**src/rtl/rsu_pkg.sv**
```systemverilog
package rsu_pkg;
    localparam int NUM_REGS    = 8;
    localparam int REG_W       = $clog2(NUM_REGS);
    localparam int DOWN_STAGES = 3;

    typedef enum logic {
        POL_NOFWD   = 1'b0,
        POL_LOADUSE = 1'b1
    } policy_e;

    typedef struct packed {
        logic [REG_W-1:0] src_a;
        logic [REG_W-1:0] src_b;
        logic [REG_W-1:0] dst;
        logic             reg_we;
        logic             mem_we;
        logic             mem_rd;
    } insn_t;

    localparam insn_t NOP = '0;

    // True when producer p will write register r and r is not the zero register
    function automatic logic writes_to(input insn_t p, input logic [REG_W-1:0] r);
        return p.reg_we && (p.dst == r) && (r != '0);
    endfunction
endpackage

```
**src/rtl/rsu_detect.sv**
```systemverilog
module rsu_detect
    import rsu_pkg::*;
#(
    parameter int STAGES = DOWN_STAGES
) (
    input  insn_t   consumer,
    input  insn_t   producers [STAGES],
    input  policy_e policy,
    output logic    hazard
);
    logic [STAGES-1:0] hit;

    generate
        for (genvar s = 0; s < STAGES; s++) begin : g_stage
            logic match;
            assign match = writes_to(producers[s], consumer.src_a) ||
                           writes_to(producers[s], consumer.src_b);
            if (s == 0) begin : g_near
                // nearest producer: any writer without forwarding, loads only with it
                assign hit[s] = match && ((policy == POL_NOFWD) || producers[s].mem_rd);
            end else begin : g_far
                assign hit[s] = match && (policy == POL_NOFWD);
            end
        end
    endgenerate

    assign hazard = |hit;

    always_comb begin
        if (consumer.src_a == '0 && consumer.src_b == '0) begin

            zero_src_chk: assert (!hazard);
        end
    end
endmodule

```
**src/rtl/rsu_pipe.sv**
```systemverilog
module rsu_pipe
    import rsu_pkg::*;
#(
    parameter int PC_W    = 16,
    parameter int PC_STEP = 4
) (
    input  logic            clk,
    input  logic            rst,
    input  insn_t           fetch,
    input  logic            hold,
    input  logic            squash,
    input  logic [PC_W-1:0] redirect_pc,
    output logic [PC_W-1:0] pc,
    output insn_t           ifid,
    output insn_t           idex,
    output insn_t           exmem,
    output insn_t           memwb
);
    localparam logic [PC_W-1:0] STEP = PC_W'(PC_STEP);

    always_ff @(posedge clk) begin
        if (rst) begin
            pc    <= '0;
            ifid  <= NOP;
            idex  <= NOP;
            exmem <= NOP;
            memwb <= NOP;
        end else begin
            if (squash)     pc <= redirect_pc;
            else if (!hold) pc <= pc + STEP;

            if (squash)     ifid <= NOP;
            else if (!hold) ifid <= fetch;

            idex  <= (hold || squash) ? NOP : ifid;
            exmem <= idex;
            memwb <= exmem;
        end
    end


    pc_hold_chk: assert property (@(posedge clk) disable iff (rst)
        hold |=> $stable(pc));

    ifid_hold_chk: assert property (@(posedge clk) disable iff (rst)
        hold |=> $stable(ifid));

    bubble_clear_chk: assert property (@(posedge clk) disable iff (rst)
        (hold || squash) |=> (!idex.reg_we && !idex.mem_we));

    redirect_chk: assert property (@(posedge clk) disable iff (rst)
        squash |=> (pc == $past(redirect_pc) && ifid == NOP));
endmodule

```
**src/rtl/raw_stall_unit.sv**
```systemverilog
module raw_stall_unit
    import rsu_pkg::*;
#(
    parameter int PC_W    = 16,
    parameter int PC_STEP = 4
) (
    input  logic             clk,
    input  logic             rst,
    input  logic             fwd_en,
    input  logic             flush,
    input  logic [PC_W-1:0]  flush_pc,
    input  logic [REG_W-1:0] f_src_a,
    input  logic [REG_W-1:0] f_src_b,
    input  logic [REG_W-1:0] f_dst,
    input  logic             f_reg_we,
    input  logic             f_mem_we,
    input  logic             f_mem_rd,
    output logic [PC_W-1:0]  pc,
    output logic             pc_we,
    output logic             ifid_we,
    output logic             bubble,
    output logic [REG_W-1:0] idex_dst,
    output logic             idex_reg_we,
    output logic             idex_mem_we,
    output logic             idex_mem_rd
);
    insn_t   fetch_i, ifid, idex, exmem, memwb;
    insn_t   prod [DOWN_STAGES];
    policy_e policy;
    logic    hazard, stall;

    always_comb begin
        fetch_i.src_a  = f_src_a;
        fetch_i.src_b  = f_src_b;
        fetch_i.dst    = f_dst;
        fetch_i.reg_we = f_reg_we;
        fetch_i.mem_we = f_mem_we;
        fetch_i.mem_rd = f_mem_rd;
    end

    assign prod[0] = idex;
    assign prod[1] = exmem;
    assign prod[2] = memwb;
    assign policy  = policy_e'(fwd_en);

    rsu_detect #(.STAGES(DOWN_STAGES)) u_detect (
        .consumer (ifid),
        .producers(prod),
        .policy   (policy),
        .hazard   (hazard)
    );

    // a taken branch wins: the held instruction is on the wrong path anyway
    assign stall   = hazard && !flush;
    assign pc_we   = !stall;
    assign ifid_we = !stall;
    assign bubble  = stall || flush;

    rsu_pipe #(.PC_W(PC_W), .PC_STEP(PC_STEP)) u_pipe (
        .clk        (clk),
        .rst        (rst),
        .fetch      (fetch_i),
        .hold       (stall),
        .squash     (flush),
        .redirect_pc(flush_pc),
        .pc         (pc),
        .ifid       (ifid),
        .idex       (idex),
        .exmem      (exmem),
        .memwb      (memwb)
    );

    assign idex_dst    = idex.dst;
    assign idex_reg_we = idex.reg_we;
    assign idex_mem_we = idex.mem_we;
    assign idex_mem_rd = idex.mem_rd;


    reset_nop_chk: assert property (@(posedge clk) disable iff (rst)
        $past(rst) |-> (pc == '0 && idex == NOP && exmem == NOP && memwb == NOP));

    flush_wins_chk: assert property (@(posedge clk) disable iff (rst)
        flush |-> (pc_we && ifid_we && bubble));

    loaduse_once_chk: assert property (@(posedge clk) disable iff (rst)
        (fwd_en && stall) |=> (!fwd_en || !stall));
endmodule

```
**config.mk**
```make
export PLATFORM = sky130hd
export DESIGN_NAME = raw_stall_unit
export DESIGN_NICKNAME = d
export VERILOG_FILES = /design/src/rtl/rsu_pkg.sv /design/src/rtl/rsu_detect.sv /design/src/rtl/rsu_pipe.sv /design/src/rtl/raw_stall_unit.sv
export SDC_FILE = /design/constraint.sdc
export NUM_CORES = 1
export LEC_CHECK = 0
export BUFFER_PORTS_ARGS = -buffer_cell sky130_fd_sc_hd__buf_4
export CAP_MARGIN = 10
export CORE_MARGIN = 5
export CORE_UTILIZATION = 50
export CTS_CLUSTER_DIAMETER = 150
export DETAILED_ROUTE_END_ITERATION = 12
export GPL_TIMING_DRIVEN = 0
export MAX_ROUTING_LAYER = met4
export PLACE_DENSITY = 0.77
export SETUP_SLACK_MARGIN = 0.05
export SYNTH_ARGS = -nofsm -noshare
export SYNTH_HDL_FRONTEND = slang
export SYNTH_SLANG_ARGS = --single-unit
```
**constraint.sdc**
```tcl
create_clock -name clk -period 2.6 [get_ports clk]
set_input_delay 0 -clock clk [delete_from_list [all_inputs] [get_ports clk]]
set_output_delay 0 -clock clk [all_outputs]
set_load 0.02 [all_outputs]
```
; ---- After elaboration in Yosys (flattened, before gate mapping)
; Index checks and enable logic that the tools add are counted.
[word_totals]
register_bits = 42
word_cells = 54
[classes]
add_sub_neg = 1
n_eq_ne = 7
n_reduce_logical = 28
n_bitwise = 1
n_mux = 2
[op_table]
columns = cell, count
row1 = 16-bit two-way mux, 2
row2 = 3-bit equality test, 6
row3 = "16-bit by 3-bit adder with 16-bit output, second input constant", 1
row4 = 1-bit logical AND, 16
row5 = 3-bit nonzero test, 2
row6 = 1-bit logical OR, 5
row7 = 2-bit OR reduction, 2
row8 = 3-bit OR reduction, 1
row9 = 1-bit logical NOT, 2
row10 = "2-bit != test, second input constant", 1
row11 = 1-bit NOT, 1

; ---- Longest topological paths before layout
[logic_depth]
ltp_word = 9
mapped_depth = 8
ltp_nobuf = 6

; ---- Modules after synthesis
; From an unflattened synthesis, not the netlist that was laid out.
[unflattened]
hier_cells = 258
area_unflattened_um2 = 2547.4
[by_module_without_submodules]
columns = module, area_each_um2, instances, cells_each
row1 = rsu_pipe, 2244.7, 1, 213
row2 = rsu_detect, 276.5, 1, 41
row3 = raw_stall_unit, 26.3, 1, 4

; ---- Worst setup path after synthesis
; Ideal clock, no wire load.
[synth_path]
path_kind = reg-to-output
start = register u_pipe.ifid[6] (netlist name)
end = output port pc_we
stages_incl_launch_ff = 8
slack_ns = 0.355
t_required_ns = 2.600
arrival_time_ns = 2.245
path_cell_list = dfxtp_1 > or2_4 > a21oi_2 > o22ai_2 > o31a_1 > clkbuf_1 > o21ai_0 > buf_4
[synth_between]
elab_chain_cells = 8
[synth_rtl]
columns = item, line_no
row1 = 3-bit equality test, rsu_pkg.sv:24  ; return p.reg_we && (p.dst == r) && (r != '0);
row2 = 1-bit logical AND (2 in series), rsu_pkg.sv:24
row3 = 1-bit logical OR, rsu_detect.sv:16  ; assign match = writes_to(producers[s], consumer.src_a) ||
row4 = "1-bit logical AND, on equally long branches", "rsu_detect.sv:20, rsu_detect.sv:22"
row5 = 3-bit OR reduction (*), rsu_detect.sv:27  ; assign hazard = |hit;
row6 = 1-bit logical AND (*), raw_stall_unit.sv:54  ; assign stall = hazard && !flush;
row7 = 1-bit logical NOT (*), -
row8 = "end, declared", raw_stall_unit.sv:19  ; output logic pc_we,
; Every way passes the cells marked *; elsewhere a longest branch is shown, timed or not.

; ---- Final worst setup path
[layout_path]
start = register u_pipe.ifid[9] (netlist name)
end = output port bubble
[layout_between]
elab_chain_cells = 8
[layout_rtl]
columns = item, line_no
row1 = 3-bit equality test, rsu_pkg.sv:24
row2 = 1-bit logical AND (2 in series), rsu_pkg.sv:24
row3 = 1-bit logical OR, rsu_detect.sv:16
row4 = "1-bit logical AND, on equally long branches", "rsu_detect.sv:20, rsu_detect.sv:22"
row5 = 3-bit OR reduction (*), rsu_detect.sv:27
row6 = 1-bit logical AND (*), raw_stall_unit.sv:54
row7 = 1-bit logical OR (*), raw_stall_unit.sv:57  ; assign bubble = stall || flush;
row8 = "end, declared", raw_stall_unit.sv:21  ; output logic bubble,
; Marked as above.

==> results_dict.tcl <==
set metrics [dict create \
    tritoncts "yes" \
    drc_errors 0 \
    timing_hold_violations_final 1 \
    pwr-share-comb 0.160 \
    grt_use_met2 0.375 \
    grt_pass1_wl_um 10500 \
    yosysTopAreaCell "dfxtp_1" \
    power.internal_mw 1.08 \
    wl_per_cell_um 16.2 \
    ios 57 \
    clk_latency_ns 0.30 \
    pre_cts_ws_ns 0.106 \
    synthArstFlopShare 0 \
    cts_made_buffers 5 \
    min-delay-start "flush_pc[9]" \
    violations "hold timing" \
    timing.setup.tns_ns 0 \
    dieArea_um2 5620 \
    critPathMaxStageDelay_ns 0.39 \
    synthDistinctLibCells 48 \
    path_clk_slew_ns 0.08 \
    antenna_left 0 \
    cp-start-kind "flip-flop" \
    ff2ff_setup_slack_ns 0.23 \
    p_sw_frac 0.262 \
    maxCapViolations 0 \
    worst_pin_slew_ns 0.629 \
    critPathMaxFanout 10 \
    routabilityCongestion 0.867 \
    rows 23 \
    synth_warnings 0 \
    start_util 0.520 \
    finalCriticalPeriod_ns 2.47 \
    min_to "u_pipe.pc[9]$_SDFFE_PP0P_" \
    vias 2347 \
    cp_slowest_cell "dfxtp_1" \
    drive_above_1_share 0.221 \
    max_freq_mhz 405 \
    reg2reg_from "u_pipe.ifid[9]$_SDFFE_PP0N_" \
    die_h_um 75.0 \
    syn_nets 289 \
    grtUsageMet1 0.333 \
    grt_max_degree 14 \
    rsz0062_at_grt "no" \
    grt_overflow_total 0 \
    synth_area_um2 2110 \
    maxSlewHeadroom 0.579 \
    synth_cells 256 \
    ys_ff_latch 42 \
    power.density_nw_per_um2 493 \
    endpoint_kind "primary output" \
    crit_type "flip-flop to primary output" \
    coreArea_um2 4060 \
    path_cells "or2_1 > a21oi_1 > o22ai_1 > o31a_1 > clkbuf_1 > nor2_4 > nand2_1 > buf_4" \
    grt_use_met3 0.0534 \
    fin_nets 376 \
    synth.avg_cell_area_um2 8.24 \
    clkSinkCount 42 \
    grt_antenna_before_repair 0 \
    n_antenna_cell 0 \
    hold_depth 3 \
    clkPwrFrac 0.356 \
    post-route-period-util 0.949 \
    syn_to_final_growth_pct 40.5 \
    outcome "complete, but fails checks" \
    final_max_slew_viol_count 0 \
    whs_ns -0.00337 \
    power_switching_mw 0.383 \
    synth_top_cell_area_share 0.399 \
    share_seq_of_total_power 0.484 \
    cts_max_path_buffers 2 \
    grt_pass1_vias 2163 \
    busiest_layer "met2" \
    hp-class "input pin to flip-flop" \
    dp_hpwl_um 4480 \
    synthTopCellsByArea "dfxtp_1, xnor2_1, nand3_1" \
    die_w_um 75.0 \
    p_leak_nw 1.18 \
    setup_ws_ns 0.133 \
    ff2ff_path_depth 7 \
    vdd_drop_max_mv 0.335 \
    root_buffer "clkbuf_8" \
    r2r-end "u_pipe.pc[7]$_SDFFE_PP0P_" \
    drtIter0Drc 184 \
    via_per_inst 5.96 \
    grtUsageTotal 0.249 \
    synth_edf_count 0 \
    h-tree-depth 2 \
    required_ns 2.60 \
    ys.flop_type "dfxtp_1" \
    io_buffers 54 \
    routed_wl_um 6370 \
    setup-violations-final 0 \
    yosysSeqAreaShare 0.399 \
    worstPathArrival_ns 2.47 \
    fin_worst_skew_ns 0.00630 \
    firstDrtPassIters 5 \
]
==> layer usage <==
metal,vias to the layer above,part of all wire
met4,0,0.020
met3,13,0.094
li1,1117,-
met5,-,0
met1,1105,0.42
met2,112,0.47
==> worst max-delay path: cells and delay by family (launching register included) <==
family / cells / cell delay (ns)
buffers and inverters: 2 / 0.45
DFF: 1 / 0.39
and+or+nand+nor: 3 / 0.68
AOI/OAI and AO/OA: 3 / 0.64
==> Yosys cell counts, types with 2 or more instances <==
library cell and number:
a32oi_1 2, and4_1 2, o22ai_1 2, dfxtp_1 42, or3_1 2, mux2i_1 2
nor2_1 20, clkbuf_1 15, o21ai_1 8, a21oi_2 2, o31ai_1 4, nor2b_1 10
or4_1 3, a2111oi_0 2, o21ai_0 7, a311oi_1 7, a31oi_1 2, and3_1 10
inv_1 7, o211ai_1 2, nand2_1 13, nand4_1 5, and2_1 5, o2111ai_1 4
nand3_1 20, a21oi_1 17, nor4_1 2, nor3_1 5, nand3b_1 4, xnor2_1 12
==> sequential cells by signal, summed over array words and instances (netlist names) <==
name and count:
u_pipe.memwb 4, u_pipe.idex 6, u_pipe.ifid 12, u_pipe.pc 16, u_pipe.exmem 4
==> kinds of logic after synthesis <==
group | after synthesis | share of synthesized area
DFF | 42 | 0.399
buffers and inverters | 26 | 0.0486
muxes | 2 | 0.00949
and+or+nand+nor | 106 | 0.270
AOI/OAI and AO/OA | 67 | 0.218
xor gates and xnor gates | 12 | 0.0498
adders and majority gates | 1 | 0.00593
==> layout make-up <==
cell class                      instances  area (µm²)
Clock inverter                          3        40.0
Fill cell                             315        1090
Clock buffer                            5        68.8
Sequential cell                        42         841
Tap cell                               50        62.6
Inverter                                8        30.0
Buffer                                 17        72.6
Timing Repair Buffer                   81         673
Multi-Input combinational cell        188        1170
==> what timing repair did <==
action,in CTS,in global routing
buffers inserted,1,0
hold buffers,26,0
hold endpoints to repair,26,0
pin swaps,1,0
endpoints found under the setup margin,3,3
cloned,0,0
gates resized for setup,3,5
==> cell usage in the layout (no fill, tap or decap), types with 3 or more instances in the layout <==
master / synthesis / routed
inv_1: 7 / 7
and3_1: 10 / 10
clkbuf_8: 0 / 5
and2_1: 5 / 4
clkbuf_1: 15 / 11
o21ai_1: 8 / 9
a21oi_1: 17 / 17
nor2_1: 20 / 19
nor3_1: 5 / 5
nand3_1: 20 / 20
xnor2_1: 12 / 12
nor2b_1: 10 / 10
buf_4: 1 / 56
nand4_1: 5 / 5
or4_1: 3 / 3
dfxtp_1: 42 / 42
o31ai_1: 4 / 4
dlygate4sd3_1: 0 / 26
nand3b_1: 4 / 4
o21ai_0: 7 / 6
a311oi_1: 7 / 7
clkbuf_2: 0 / 3
o2111ai_1: 4 / 4
nand2_1: 13 / 13
==> metrics by stage <==
step | area, µm² | std cells | hold WS [ns] | util | power [mW]
detailed placement | 2580 | 360 | 0.225 | 0.635 | 0.922
finish | 2960 | 394 | -0.00337 | 0.730 | 1.46
CTS | 2960 | 394 | 0.00849 | 0.728 | 1.46
global route | 2960 | 394 | 0.0179 | 0.730 | 1.51
global placement | 2580 | 360 | 0.226 | 0.635 | 0.916
floorplan | 2110 | 256 | 0.124 | - | 0.825
==> power by group through the flow <==
stage	logic (mW)	registers, mW	clock network (mW)
2_1_floorplan	0.0882	0.737	0
3_3_place_gp	0.196	0.721	0
3_5_place_dp	0.200	0.721	0
4_1_cts	0.232	0.706	0.524
5_1_grt	0.254	0.712	0.545
6_report	0.234	0.707	0.520
==> how the worst max path moves through the flow <==
stage	endpoint	slack [ns]	depth (start not counted)	startpoint
after floorplan	pc_we	0.36	7	u_pipe.ifid[6]$_SDFFE_PP0N_
after global placement	u_pipe.idex[1]$_SDFF_PP0_	0.19	7	u_pipe.ifid[9]$_SDFFE_PP0N_
after detailed placement	u_pipe.pc[11]$_SDFFE_PP0P_	0.11	8	u_pipe.ifid[7]$_SDFFE_PP0N_
after CTS	bubble	0.08	8	u_pipe.ifid[9]$_SDFFE_PP0N_
after global routing	bubble	0.05	8	u_pipe.ifid[6]$_SDFFE_PP0N_
final	bubble	0.13	8	u_pipe.ifid[9]$_SDFFE_PP0N_
Power figures use the tool's default switching activity.
